--- src/rtl/tflag_pkg.sv ---
package tflag_pkg;

    // Two-state life of one sticky flag
    typedef enum logic {
        FLAG_IDLE = 1'b0,
        FLAG_HELD = 1'b1
    } flag_state_e;

endpackage

--- src/rtl/tflag_cell.sv ---
module tflag_cell
    import tflag_pkg::*;
(
    input  logic clk,
    input  logic rst_n,
    input  logic set_i,
    input  logic clr_i,
    output logic flag_o
);

    flag_state_e st_q;
    flag_state_e st_d;

    // State register
    always_ff @(posedge clk or negedge rst_n) begin
        if (!rst_n) begin
            st_q <= FLAG_IDLE;
        end else begin
            st_q <= st_d;
        end
    end

    // Next state: a set pulse always dominates a clear
    always_comb begin
        st_d = st_q;
        unique case (st_q)
            FLAG_IDLE: begin
                if (set_i) begin
                    st_d = FLAG_HELD;          // RAISE
                end
            end
            FLAG_HELD: begin
                if (clr_i && !set_i) begin
                    st_d = FLAG_IDLE;          // DROP
                end
            end
            default: st_d = FLAG_IDLE;
        endcase
    end

    // Output
    always_comb begin
        flag_o = (st_q == FLAG_HELD);
    end

endmodule

--- src/rtl/tflag_clr_dec.sv ---
module tflag_clr_dec #(
    parameter int NUM_CH    = 4,
    parameter int ADDR_W    = 4,
    parameter int DATA_W    = 8,
    parameter int CH_BASE   = 0,
    parameter int CNT_ADDR  = 4,
    parameter int FLG1_ADDR = 6,
    parameter int FLG2_ADDR = 7
) (
    input  logic              wr_en,
    input  logic              rd_en,
    input  logic [ADDR_W-1:0] addr,
    input  logic [DATA_W-1:0] wdata,
    input  logic              fast_clr,
    output logic [NUM_CH-1:0] chan_clr,
    output logic              ovf_clr
);

    localparam int OVF_BIT = DATA_W - 1;
    localparam logic [ADDR_W-1:0] A_CNT  = ADDR_W'(CNT_ADDR);
    localparam logic [ADDR_W-1:0] A_FLG1 = ADDR_W'(FLG1_ADDR);
    localparam logic [ADDR_W-1:0] A_FLG2 = ADDR_W'(FLG2_ADDR);

    logic w1c_ch;
    logic w1c_ovf;
    logic any_acc;

    always_comb begin
        w1c_ch  = wr_en && (addr == A_FLG1);
        w1c_ovf = wr_en && (addr == A_FLG2);
        any_acc = rd_en || wr_en;
    end

    for (genvar i = 0; i < NUM_CH; i++) begin : g_ch
        localparam logic [ADDR_W-1:0] A_CH = ADDR_W'(CH_BASE + i);
        always_comb begin
            chan_clr[i] = (w1c_ch && wdata[i])
                        || (fast_clr && any_acc && (addr == A_CH));
        end
    end

    always_comb begin
        ovf_clr = (w1c_ovf && wdata[OVF_BIT])
                || (fast_clr && rd_en && (addr == A_CNT));
    end

    // Bits between the channel nibble and the overflow bit are reserved
    logic unused_rsv;
    always_comb begin
        unused_rsv = ^wdata[OVF_BIT-1:NUM_CH];
    end

endmodule

--- src/rtl/tflag_rdmux.sv ---
module tflag_rdmux #(
    parameter int NUM_CH    = 4,
    parameter int ADDR_W    = 4,
    parameter int DATA_W    = 8,
    parameter int FLG1_ADDR = 6,
    parameter int FLG2_ADDR = 7
) (
    input  logic              rd_en,
    input  logic [ADDR_W-1:0] addr,
    input  logic [NUM_CH-1:0] chan_flags,
    input  logic              ovf_flag,
    output logic [DATA_W-1:0] rdata
);

    localparam logic [ADDR_W-1:0] A_FLG1 = ADDR_W'(FLG1_ADDR);
    localparam logic [ADDR_W-1:0] A_FLG2 = ADDR_W'(FLG2_ADDR);

    always_comb begin
        rdata = '0;
        if (rd_en) begin
            if (addr == A_FLG1) begin
                rdata[NUM_CH-1:0] = chan_flags;
            end else if (addr == A_FLG2) begin
                rdata[DATA_W-1] = ovf_flag;
            end
        end
    end

endmodule

--- src/rtl/tflag_regs.sv ---
module tflag_regs #(
    parameter int NUM_CH    = 4,
    parameter int ADDR_W    = 4,
    parameter int DATA_W    = 8,
    parameter int CH_BASE   = 0,
    parameter int CNT_ADDR  = 4,
    parameter int FLG1_ADDR = 6,
    parameter int FLG2_ADDR = 7
) (
    input  logic              clk,
    input  logic              rst_n,
    input  logic [NUM_CH-1:0] chan_evt,
    input  logic              ovf_evt,
    input  logic              wr_en,
    input  logic              rd_en,
    input  logic [ADDR_W-1:0] addr,
    input  logic [DATA_W-1:0] wdata,
    input  logic              fast_clr,
    output logic [DATA_W-1:0] rdata,
    output logic [NUM_CH-1:0] chan_flags,
    output logic              ovf_flag
);

    logic [NUM_CH-1:0] chan_clr;
    logic              ovf_clr;

    tflag_clr_dec #(
        .NUM_CH   (NUM_CH),
        .ADDR_W   (ADDR_W),
        .DATA_W   (DATA_W),
        .CH_BASE  (CH_BASE),
        .CNT_ADDR (CNT_ADDR),
        .FLG1_ADDR(FLG1_ADDR),
        .FLG2_ADDR(FLG2_ADDR)
    ) u_dec (
        .wr_en   (wr_en),
        .rd_en   (rd_en),
        .addr    (addr),
        .wdata   (wdata),
        .fast_clr(fast_clr),
        .chan_clr(chan_clr),
        .ovf_clr (ovf_clr)
    );

    for (genvar i = 0; i < NUM_CH; i++) begin : g_flag
        tflag_cell u_cell (
            .clk   (clk),
            .rst_n (rst_n),
            .set_i (chan_evt[i]),
            .clr_i (chan_clr[i]),
            .flag_o(chan_flags[i])
        );
    end

    tflag_cell u_ovf (
        .clk   (clk),
        .rst_n (rst_n),
        .set_i (ovf_evt),
        .clr_i (ovf_clr),
        .flag_o(ovf_flag)
    );

    tflag_rdmux #(
        .NUM_CH   (NUM_CH),
        .ADDR_W   (ADDR_W),
        .DATA_W   (DATA_W),
        .FLG1_ADDR(FLG1_ADDR),
        .FLG2_ADDR(FLG2_ADDR)
    ) u_rd (
        .rd_en     (rd_en),
        .addr      (addr),
        .chan_flags(chan_flags),
        .ovf_flag  (ovf_flag),
        .rdata     (rdata)
    );

endmodule

--- config.mk ---
export PLATFORM = sky130hd
export DESIGN_NAME = tflag_regs
export DESIGN_NICKNAME = d
export VERILOG_FILES = /design/src/rtl/tflag_pkg.sv /design/src/rtl/tflag_cell.sv /design/src/rtl/tflag_clr_dec.sv /design/src/rtl/tflag_rdmux.sv /design/src/rtl/tflag_regs.sv
export SDC_FILE = /design/constraint.sdc
export NUM_CORES = 1
export LEC_CHECK = 0
export BUFFER_PORTS_ARGS = -buffer_cell sky130_fd_sc_hd__buf_2
export CELL_PAD_IN_SITES_DETAIL_PLACEMENT = 1
export CELL_PAD_IN_SITES_GLOBAL_PLACEMENT = 1
export CORE_MARGIN = 1.5
export CORE_UTILIZATION = 23
export CTS_BUF_LIST = sky130_fd_sc_hd__clkbuf_4 sky130_fd_sc_hd__clkbuf_8
export CTS_CLUSTER_SIZE = 40
export DETAILED_ROUTE_END_ITERATION = 8
export PLACE_DENSITY_LB_ADDON = 0.1
export SLEW_MARGIN = 20
export SYNTH_ARGS = -nofsm -noshare
export SYNTH_HDL_FRONTEND = slang
export SYNTH_SLANG_ARGS = --single-unit
--- constraint.sdc ---
create_clock -name clk -period 0.9 [get_ports clk]
set_input_delay 0.18 -clock clk [delete_from_list [all_inputs] [get_ports clk]]
set_output_delay 0.18 -clock clk [all_outputs]
set_load 0.02 [all_outputs]
==> results of run 1 <==
## repair_timing
action,4_1_cts,5_1_grt
hold buffers,1,0
setup endpoints to repair,10,15
resized for setup,30,7
hold endpoints to repair,5,0
buffers inserted,4,2
pin swaps,11,6
## cell families (layout without fill, tap and decap cells)
family,count (synthesis),in the layout,synth area share
other,1,3,0.009308
buffers and inverters,9,50,0.1522
AOI/OAI and AO/OA,7,7,0.1397
and+or+nand+nor,21,21,0.3882
DFF,5,5,0.3106
## power by group through the flow
stage | logic, mW | clock network (mW) | registers, mW
2_1_floorplan | 0.0890 | 0 | 0.241
3_3_place_gp | 0.171 | 0 | 0.240
3_5_place_dp | 0.174 | 0 | 0.240
4_1_cts | 0.216 | 0.298 | 0.238
5_1_grt | 0.251 | 0.317 | 0.239
6_report | 0.231 | 0.289 | 0.238
## cell type report
class	count	area [um2]	share of cell area
Multi-Input combinational cell	31	287.8	0.3443
Timing Repair Buffer	45	367.9	0.4401
Clock buffer	4	30.03	0.03593
Sequential cell	5	126.4	0.1512
Tap cell	16	20.02	0.02395
Inverter	1	3.754	0.004491
## per-layer routing
| metal | GRT usage | routed length (um) |
|---|---|---|
| met1 | 0.1552 | 506 |
| met2 | 0.2725 | 633 |
| met3 | 0.02400 | 95 |
| met4 | 0.08824 | 29 |
| met5 | 0 | 0 |
## state kept, by name, indices dropped and copies added (netlist names)
signal	count
g_flag.u_cell.flag_o	4
u_ovf.flag_o	1
## Yosys cell counts (all sizes together)
master / n
o22ai: 1
o21ba: 1
dfrtp: 5
and2: 4
a31o: 4
nor2: 1
nor3b: 2
conb: 1
and4b: 1
nand4b: 1
a21oi: 1
inv: 1
buf: 8
and3: 1
nand4: 4
and3b: 1
nand3: 3
nand3b: 3
## per-stage QoR
step	utilization	power, mW	cell area, um2
floorplan	-	0.3297	436.7
global placement	0.3881	0.4108	611.8
detailed placement	0.3881	0.4138	611.8
CTS	0.5008	0.7514	789.5
global route	0.5302	0.8061	835.8
finish	0.5302	0.7591	835.8
## path summary, 6_finish.rpt
path	slack [ns]	endpoint	depth (start not counted)
worst min register to register	0.64	g_flag[0].u_cell.flag_o	2
worst min-delay path	0.12	g_flag[0].u_cell.flag_o	2
max in group asynchronous	0.47	u_ovf.flag_o	2
min in group asynchronous	0.28	g_flag[0].u_cell.flag_o	2
worst max register to register	-0.03	u_ovf.flag_o	4
worst max-delay path	-0.22	rdata[1]	5
## worst max-delay path, stage by stage
cell,delay [ns]
sky130_fd_sc_hd__buf_8,0.10
sky130_fd_sc_hd__nor3b_4,0.19
sky130_fd_sc_hd__and3_4,0.23
sky130_fd_sc_hd__and2_4,0.14
sky130_fd_sc_hd__buf_6,0.10
==> impl_table.tex, run 1 <==
\begin{tabular}{lr}
\hline
Metric & Value \\
\hline
\multicolumn{2}{l}{\textbf{Detailed routing}} \\
Average routed wire per standard cell & roughly 12 um \\
\# DRC & 0 \\
Antenna Nets Post-Route & 0 \\
Detailed-router iteration count before antenna repair & 3 \\
Count of routing violations after the opening detailed-route iteration & 3 \\
DR vias/cell & 4.814 \\
Total wirelength of the detailed-routed design & 1.264 mm \\
Via count & 491 \\
\multicolumn{2}{l}{\textbf{Clock tree}} \\
Clock Tree Root & sky130\_fd\_sc\_hd\_\_clkbuf\_4 \\
Number of levels the H-tree was split into & 1 \\
Clock transition time at the flip-flop clock pins of the worst setup and hold paths & 0.04 ns \\
Clock Sink Count & 5 \\
CTS tree & built \\
Maximum clock insertion buffer count & 2 \\
Number of CTS-inserted buffers & 3 \\
Skew-Pair Late Insertion Delay & 0.24 ns \\
\multicolumn{2}{l}{\textbf{Global routing}} \\
Number of antenna violations at the first check in global routing & 0 \\
Total routing resource utilization after global routing & 0.1476 \\
Number of global-route vias before repair & 492 \\
Global-route wire length before repair & $\sim$2.1 mm \\
Pin count of the biggest net entering global routing & 8 \\
Congestion Overflow GR & 0 \\
\multicolumn{2}{l}{\textbf{Die}} \\
Num rows & 14 \\
Initial cell density of the core & 0.2556 \\
Die height & roughly 45 um \\
Die area & between 2000 and 2500 um2 \\
Boundary pin count & 35 \\
Core Box Area & roughly 1600 um2 \\
Chip width & around 45 um \\
\multicolumn{2}{l}{\textbf{STA}} \\
Final setup violation count & 11 \\
FMAX & 0.8944 GHz \\
Final setup skew & 0 ns \\
Slew Limit Fails & 0 \\
Unrepaired setup endpoints after global routing & yes \\
Sum of negative setup slack & -1.494 ns \\
Number of failing hold endpoints at the final stage & 0 \\
Share of the cycle needed by the critical path after routing & 1.242 \\
Worst path setup slack after routing & -0.2180 ns \\
Hold slack final & between 0.1 and 0.15 ns \\
Min Tclk post-route & 1.118 ns \\
\multicolumn{2}{l}{\textbf{Layout}} \\
Filler Cell Count & 190 \\
Most frequent cells in the layout & sky130\_fd\_sc\_hd\_\_buf\_2, sky130\_fd\_sc\_hd\_\_buf\_6, sky130\_fd\_sc\_hd\_\_buf\_4 \\
Final Non-Filler Cells & about 100 \\
Growth of design area from synthesis to finish & 107.5\% \\
Antenna diode instance count & 0 \\
Layout cell share with drive strength beyond 1 & 0.7326 \\
Final-stage net count & around 110 \\
Most common library cell in the layout ignoring fill and taps & sky130\_fd\_sc\_hd\_\_buf\_2 \\
\multicolumn{2}{l}{\textbf{Synthesis}} \\
Gate count after technology mapping & between 40 and 50 \\
Number of register bits inferred by synthesis & 5 \\
Sequential share of the synthesized area & 0.3106 \\
Yosys warns & 0 \\
Synth area leader & sky130\_fd\_sc\_hd\_\_dfrtp\_1 \\
Area of the mapped netlist & 402.9 um2 \\
Most area-consuming cells after synthesis & sky130\_fd\_sc\_hd\_\_dfrtp\_1, sky130\_fd\_sc\_hd\_\_buf\_4, sky130\_fd\_sc\_hd\_\_a31o\_1 \\
Unique masters post-synth & 20 \\
Avg Synthesized Cell Area & 9.369 um2 \\
Top-area cell type share of the netlist area & 0.3106 \\
\multicolumn{2}{l}{\textbf{Flow run}} \\
Number of max-cap violations & 0 \\
\multicolumn{2}{l}{\textbf{Setup path}} \\
Required time of the critical path & 0.72 ns \\
Peak fanout along the critical path & 4 \\
Startpoint of the lowest-slack register-to-register path & u\_ovf.flag\_o \\
Sort of element at the end of the critical path & primary output \\
Start point of the critical path & addr[0] \\
Critical Setup Path Class & in -> out \\
CP Launch Type & input port \\
Data arrival at the endpoint of the critical path & 0.94 ns \\
\multicolumn{2}{l}{\textbf{Power and ir drop}} \\
Sequential share of power & 0.314 \\
Net switching power figure & 0.1978 mW \\
Internal & 0.5614 mW \\
Leakage & between 0.3 and 0.4 nW \\
Comb pwr share & 0.305 \\
Part of the power in the clock network & 0.381 \\
IR Drop Worst-Case VDD & approximately 0.00036 V \\
Pwr per Cell Area & 908.3 nW/um2 \\
Switching part of the total power & 0.2605 \\
\multicolumn{2}{l}{\textbf{Placement}} \\
Buffers on Ports & 28 \\
Detail Placement HPWL & 1.021 mm \\
Placed insts & 91 \\
Routability-driven placement congestion ratio & about 0.7 \\
Dpl ws & -0.3020 ns \\
\multicolumn{2}{l}{\textbf{Run status}} \\
Violated checks & setup timing \\
Status & complete, but fails checks \\
\multicolumn{2}{l}{\textbf{Worst hold path}} \\
Worst Hold Class & in -> reg \\
Hold path startpoint & chan\_evt[0] \\
\hline
\end{tabular}
Power figures use the tool's default switching activity.
==> run 2, diff against run 1 <==
==> constraint.sdc (replaced) <==
create_clock -name clk -period 0.9 [get_ports clk]
set_input_delay 0.18 -clock clk [delete_from_list [all_inputs] [get_ports clk]]
set_output_delay 0.18 -clock clk [all_outputs]
set_load 0.005 [all_outputs]
==> impl_table.tex, run 2 (synthesized netlist as in run 1, its figures left out) <==
\begin{tabular}{lr}
\hline
Metric & Value \\
\hline
\multicolumn{2}{l}{\textbf{Setup path}} \\
Required time of the critical path & roughly 0.72 ns \\
Critical R2R Capture & g\_flag[1].u\_cell.flag\_o \\
Data arrival at the endpoint of the critical path & just over 0.9 ns \\
CP Launch Type & input port \\
Setup slack of the most critical reg-to-reg path & 0 ns \\
Startpoint of the lowest-slack register-to-register path & g\_flag[1].u\_cell.flag\_o \\
R2R depth & 3 \\
Peak fanout along the critical path & 4 \\
Critical Setup Path Class & in -> out \\
Sort of element at the end of the critical path & primary output \\
\multicolumn{2}{l}{\textbf{Layout}} \\
Most common library cell in the layout ignoring fill and taps & sky130\_fd\_sc\_hd\_\_buf\_2 \\
Final Cell Area & about 730 um2 \\
Filler Cell Count & 196 \\
Final-stage net count & 107 \\
Final Non-Filler Cells & 100 \\
Utilization of the core after routing & 0.4651 \\
Growth of design area from synthesis to finish & 81.99\% \\
Antenna diode instance count & 0 \\
Most frequent cells in the layout & sky130\_fd\_sc\_hd\_\_buf\_2, sky130\_fd\_sc\_hd\_\_buf\_6, sky130\_fd\_sc\_hd\_\_buf\_4, sky130\_fd\_sc\_hd\_\_dfrtp\_1 \\
Number of flip-flops under the largest register name & 4 \\
Layout cell share with drive strength beyond 1 & 0.6310 \\
\multicolumn{2}{l}{\textbf{Detailed routing}} \\
Count of routing violations after the opening detailed-route iteration & 10 \\
Via count & 476 \\
Total wirelength of the detailed-routed design & 1.237 mm \\
Antenna Nets Post-Route & 0 \\
DR vias/cell & $\sim$4.8 \\
Average routed wire per standard cell & 12.37 um \\
\# DRC & 0 \\
Detailed-router iteration count before antenna repair & 3 \\
\multicolumn{2}{l}{\textbf{Die}} \\
Die height & around 45 um \\
Die area & 2012 um2 \\
Chip width & 44.86 um \\
Initial cell density of the core & 0.2556 \\
Core Box Area & 1577 um2 \\
Boundary pin count & 35 \\
Num rows & 14 \\
\multicolumn{2}{l}{\textbf{Clock tree}} \\
Clock Tree Root & sky130\_fd\_sc\_hd\_\_clkbuf\_4 \\
Skew-Pair Late Insertion Delay & about 0.24 ns \\
Maximum clock insertion buffer count & 2 \\
Clock Sink Count & 5 \\
Number of levels the H-tree was split into & 1 \\
CTS tree & built \\
Clock transition time at the flip-flop clock pins of the worst setup and hold paths & 0.04 ns \\
Number of CTS-inserted buffers & 3 \\
\multicolumn{2}{l}{\textbf{STA}} \\
Unrepaired setup endpoints after global routing & yes \\
Final setup violation count & 10 \\
Slew Limit Fails & 0 \\
Hold slack final & 0.1339 ns \\
Share of the cycle needed by the critical path after routing & 1.221 \\
Final setup skew & 0 ns \\
Min Tclk post-route & 1.099 ns \\
FMAX & 0.9098 GHz \\
Number of failing hold endpoints at the final stage & 0 \\
Worst path setup slack after routing & -0.1991 ns \\
\multicolumn{2}{l}{\textbf{Worst hold path}} \\
Hold path startpoint & chan\_evt[2] \\
Destination of the worst hold path & g\_flag[2].u\_cell.flag\_o \\
Worst Hold Class & in -> reg \\
WHS Path Cells & 2 \\
\multicolumn{2}{l}{\textbf{Power and ir drop}} \\
Comb pwr share & 0.251 \\
Sequential share of power & 0.338 \\
Part of the power in the clock network & 0.411 \\
IR Drop Worst-Case VDD & 0.0003510 V \\
Internal & 0.5374 mW \\
Net switching power figure & 0.1626 mW \\
Switching part of the total power & 0.2322 \\
Pwr per Cell Area & $\sim$950 nW/um2 \\
Leakage & 0.3409 nW \\
Total power of the final layout & 0.7000 mW \\
\multicolumn{2}{l}{\textbf{Global routing}} \\
Pin count of the biggest net entering global routing & 6 \\
Total routing resource utilization after global routing & 0.1450 \\
Congestion Overflow GR & 0 \\
Number of global-route vias before repair & 486 \\
Number of antenna violations at the first check in global routing & 0 \\
Global-route wire length before repair & 2.042 mm \\
\multicolumn{2}{l}{\textbf{Placement}} \\
Buffers on Ports & 28 \\
Placed insts & 88 \\
Detail Placement HPWL & 986.6 um \\
Routability-driven placement congestion ratio & roughly 0.64 \\
Placed inst area & 565.5 um2 \\
\multicolumn{2}{l}{\textbf{Run status}} \\
Status & complete, but fails checks \\
Violated checks & setup timing \\
\multicolumn{2}{l}{\textbf{Flow run}} \\
Number of max-cap violations & 0 \\
\hline
\end{tabular}
==> run 2: changes by cell type in the layout (fill, tap and decap cells not counted), sizes merged <==
cell	change
buf	-2
==> run 2: cell type report <==
| type | count | area, um2 | share of cell area |
|---|---|---|---|
| timing repair buffer | 43 | 317.8 | 0.4334 |
| multi-input combinational | 31 | 236.5 | 0.3225 |
| sequential | 5 | 125.1 | 0.1706 |
| inverter | 1 | 3.754 | 0.005119 |
| tap | 16 | 20.02 | 0.02730 |
| clock buffer | 4 | 30.03 | 0.04096 |
==> run 2: repair_timing <==
item	CTS	global route
buffers inserted	8	0
pin swaps	6	3
endpoints found under the setup margin	10	14
gates resized for setup	8	9
endpoints found under the hold margin	5	0
hold buffers	1	0
==> run 2: metal layers <==
metal,track usage,share of wire
met5,0,0
met4,0.08824,0.014
met3,0.04400,0.074
met2,0.2580,0.51
met1,0.1474,0.41
==> run 2: metrics by stage <==
step                setup WS (ns)  setup TNS [ns]
floorplan                -0.03709         -0.1484
global placement          -0.2300          -1.867
detailed placement        -0.2536          -2.030
CTS                       -0.1801          -1.348
global route              -0.2457          -1.879
finish                    -0.1991          -1.409
==> run 2: how the worst max path moves through the flow <==
stage	from	end	slack, ns	depth (start not counted)
after floorplan	addr[0]	rdata[0]	-0.04	3
after detailed placement	addr[0]	rdata[0]	-0.25	5
final	addr[3]	rdata[2]	-0.20	5
after CTS	addr[3]	rdata[0]	-0.18	5
after global placement	addr[0]	rdata[2]	-0.23	5
after global routing	u_ovf.flag_o	rdata[7]	-0.25	3
==> run 2: power by group through the flow <==
stage | clock network, mW | registers [mW] | logic [mW]
finish | 0.287 | 0.236 | 0.176
global route | 0.328 | 0.236 | 0.193
CTS | 0.300 | 0.236 | 0.170
detailed placement | 0 | 0.240 | 0.139
global placement | 0 | 0.240 | 0.137
floorplan | 0 | 0.239 | 0.0631
==> run 2: critical path: stages <==
cell and delay, ns:
sky130_fd_sc_hd__buf_8 0.10, sky130_fd_sc_hd__nor3b_4 0.19, sky130_fd_sc_hd__and3_4 0.22, sky130_fd_sc_hd__and2_1 0.12, sky130_fd_sc_hd__buf_2 0.11
==> run 3, diff against run 2 <==
--- a/config.mk
+++ b/config.mk
@@ -14,6 +14,7 @@
 export CTS_CLUSTER_SIZE = 40
 export DETAILED_ROUTE_END_ITERATION = 8
 export PLACE_DENSITY_LB_ADDON = 0.1
+export RECOVER_POWER = 25
 export SLEW_MARGIN = 20
 export SYNTH_ARGS = -nofsm -noshare
 export SYNTH_HDL_FRONTEND = slang
==> impl_table.tex, run 3 (synthesized netlist as in run 1, its figures left out) <==
\begin{tabular}{lr}
\hline
Metric & Value \\
\hline
\multicolumn{2}{l}{\textbf{Worst hold path}} \\
WHS Path Cells & 2 \\
Worst Hold Class & in -> reg \\
\multicolumn{2}{l}{\textbf{Placement}} \\
Buffers on Ports & 28 \\
Placed insts & 88 \\
Routability-driven placement congestion ratio & 0.6429 \\
Detail Placement HPWL & $\sim$990 um \\
Dpl ws & -0.2536 ns \\
\multicolumn{2}{l}{\textbf{Global routing}} \\
Number of global-route vias before repair & 486 \\
Congestion Overflow GR & 0 \\
Number of antenna violations at the first check in global routing & 0 \\
Total routing resource utilization after global routing & 0.1450 \\
Global-route wire length before repair & 2.042 mm \\
Pin count of the biggest net entering global routing & 6 \\
\multicolumn{2}{l}{\textbf{Run status}} \\
Status & complete, but fails checks \\
Violated checks & setup timing \\
\multicolumn{2}{l}{\textbf{Clock tree}} \\
Clock transition time at the flip-flop clock pins of the worst setup and hold paths & approximately 0.04 ns \\
Clock Tree Root & sky130\_fd\_sc\_hd\_\_clkbuf\_4 \\
Number of CTS-inserted buffers & 3 \\
Clock Sink Count & 5 \\
Maximum clock insertion buffer count & 2 \\
Number of levels the H-tree was split into & 1 \\
Skew-Pair Late Insertion Delay & approximately 0.24 ns \\
CTS tree & built \\
\multicolumn{2}{l}{\textbf{Die}} \\
Die area & 2012 um2 \\
Initial cell density of the core & 0.2556 \\
Die height & 44.86 um \\
Core Box Area & 1577 um2 \\
Boundary pin count & 35 \\
Chip width & 44.86 um \\
Num rows & 14 \\
\multicolumn{2}{l}{\textbf{STA}} \\
Number of failing hold endpoints at the final stage & 0 \\
FMAX & a little over 0.9 GHz \\
Final setup violation count & 10 \\
Worst path setup slack after routing & -0.2003 ns \\
Sum of negative setup slack & -1.413 ns \\
Share of the cycle needed by the critical path after routing & 1.223 \\
Slew Limit Fails & 0 \\
Min Tclk post-route & $\sim$1.1 ns \\
Final setup skew & 0 ns \\
Unrepaired setup endpoints after global routing & yes \\
\multicolumn{2}{l}{\textbf{Setup path}} \\
Data arrival at the endpoint of the critical path & 0.92 ns \\
Sort of element at the end of the critical path & primary output \\
CP Launch Type & input port \\
R2R depth & 3 \\
Required time of the critical path & approximately 0.72 ns \\
Peak fanout along the critical path & 4 \\
Critical Setup Path Class & in -> out \\
\multicolumn{2}{l}{\textbf{Detailed routing}} \\
Antenna Nets Post-Route & 0 \\
Top layer reached by signal wires & met4 \\
Met2 routed wirelength & $\sim$630 um \\
\# DRC & 0 \\
WL met3 & 91 um \\
Via count & approximately 480 \\
Total wirelength of the detailed-routed design & around 1.2 mm \\
Count of routing violations after the opening detailed-route iteration & 9 \\
Detailed-router iteration count before antenna repair & 3 \\
Routed metal-1 wirelength & 500 um \\
Average routed wire per standard cell & 12.37 um \\
DR vias/cell & 4.790 \\
\multicolumn{2}{l}{\textbf{Flow run}} \\
Number of max-cap violations & 0 \\
\multicolumn{2}{l}{\textbf{Power and ir drop}} \\
Leakage & 0.3382 nW \\
IR Drop Worst-Case VDD & 0.0003510 V \\
Pwr per Cell Area & 955.6 nW/um2 \\
Total power of the final layout & 0.6995 mW \\
\multicolumn{2}{l}{\textbf{Layout}} \\
Number of flip-flops under the largest register name & 4 \\
Area of the multi-input gates & between 200 and 250 um2 \\
Layout cell share with drive strength beyond 1 & 0.6190 \\
Growth of design area from synthesis to finish & 81.68\% \\
Filler Cell Count & 197 \\
Seq. cell area & between 100 and 150 um2 \\
Most common library cell in the layout ignoring fill and taps & sky130\_fd\_sc\_hd\_\_buf\_2 \\
Final-stage net count & between 100 and 150 \\
Antenna diode instance count & 0 \\
Most frequent cells in the layout & sky130\_fd\_sc\_hd\_\_buf\_2, sky130\_fd\_sc\_hd\_\_buf\_6, sky130\_fd\_sc\_hd\_\_buf\_4, sky130\_fd\_sc\_hd\_\_dfrtp\_1 \\
Final Non-Filler Cells & 100 \\
\hline
\end{tabular}
[run 3: changes by cell type in the layout (fill, tap and decap cells not counted)]
cell,delta
sky130_fd_sc_hd__buf_2,-1
sky130_fd_sc_hd__clkbuf_1,+1
[run 3: layout make-up]
| cell class | count | share of cell area |
|---|---|---|
| repair buffers | 43 | 0.4325 |
| inverters | 1 | 0.005128 |
| multi-input cells | 31 | 0.3231 |
| flip-flops and latches | 5 | 0.1709 |
| well taps | 16 | 0.02735 |
| clock buffers | 4 | 0.04103 |
[run 3: worst max-delay path, cell delays in order]
cell and delay, ns:
sky130_fd_sc_hd__buf_8 0.10, sky130_fd_sc_hd__nor3b_4 0.19, sky130_fd_sc_hd__and3_4 0.22, sky130_fd_sc_hd__and2_1 0.12, sky130_fd_sc_hd__buf_2 0.11
[run 3: through the flow]
stage,util,instance area (um2),hold slack (ns)
2_1_floorplan,-,412.9,-0.1156
3_3_place_gp,0.3587,565.5,0.003998
3_5_place_dp,0.3587,565.5,-0.001795
4_1_cts,0.4460,703.2,0.1272
5_1_grt,0.4643,732.0,0.1213
6_report,0.4643,732.0,0.1339
[run 3: path summary, 6_finish.rpt]
check | from | endpoint | slack, ns
worst max-delay path | addr[3] | rdata[2] | -0.20
worst min-delay path | chan_evt[2] | g_flag[2].u_cell.flag_o | 0.13
worst max register to register | g_flag[1].u_cell.flag_o | g_flag[1].u_cell.flag_o | 0
worst min register to register | g_flag[3].u_cell.flag_o | g_flag[3].u_cell.flag_o | 0.62
max in group asynchronous | rst_n | g_flag[3].u_cell.flag_o | 0.35
min in group asynchronous | rst_n | g_flag[0].u_cell.flag_o | 0.33
[run 3: what timing repair did]
| item | in CTS | in global routing |
|---|---|---|
| hold endpoints to repair | 5 | 0 |
| pin swaps | 6 | 3 |
| setup endpoints to repair | 10 | 14 |
| hold buffers | 1 | 0 |
| buffers inserted | 8 | 0 |
| resized for setup | 8 | 9 |
[run 3: report_power, final]
group,total (mW),switching [mW],internal (mW)
Clock,0.287,0.0900,0.198
Sequential,0.236,0.00442,0.232
Combinational,0.176,0.0683,0.107
Total,0.699,0.163,0.537
[run 3: layer usage]
metal  track usage  up-vias
met2        0.2580       25
li1              -      233
met4       0.08824        0
met5             0        -
met3       0.04400        2
met1        0.1474      219
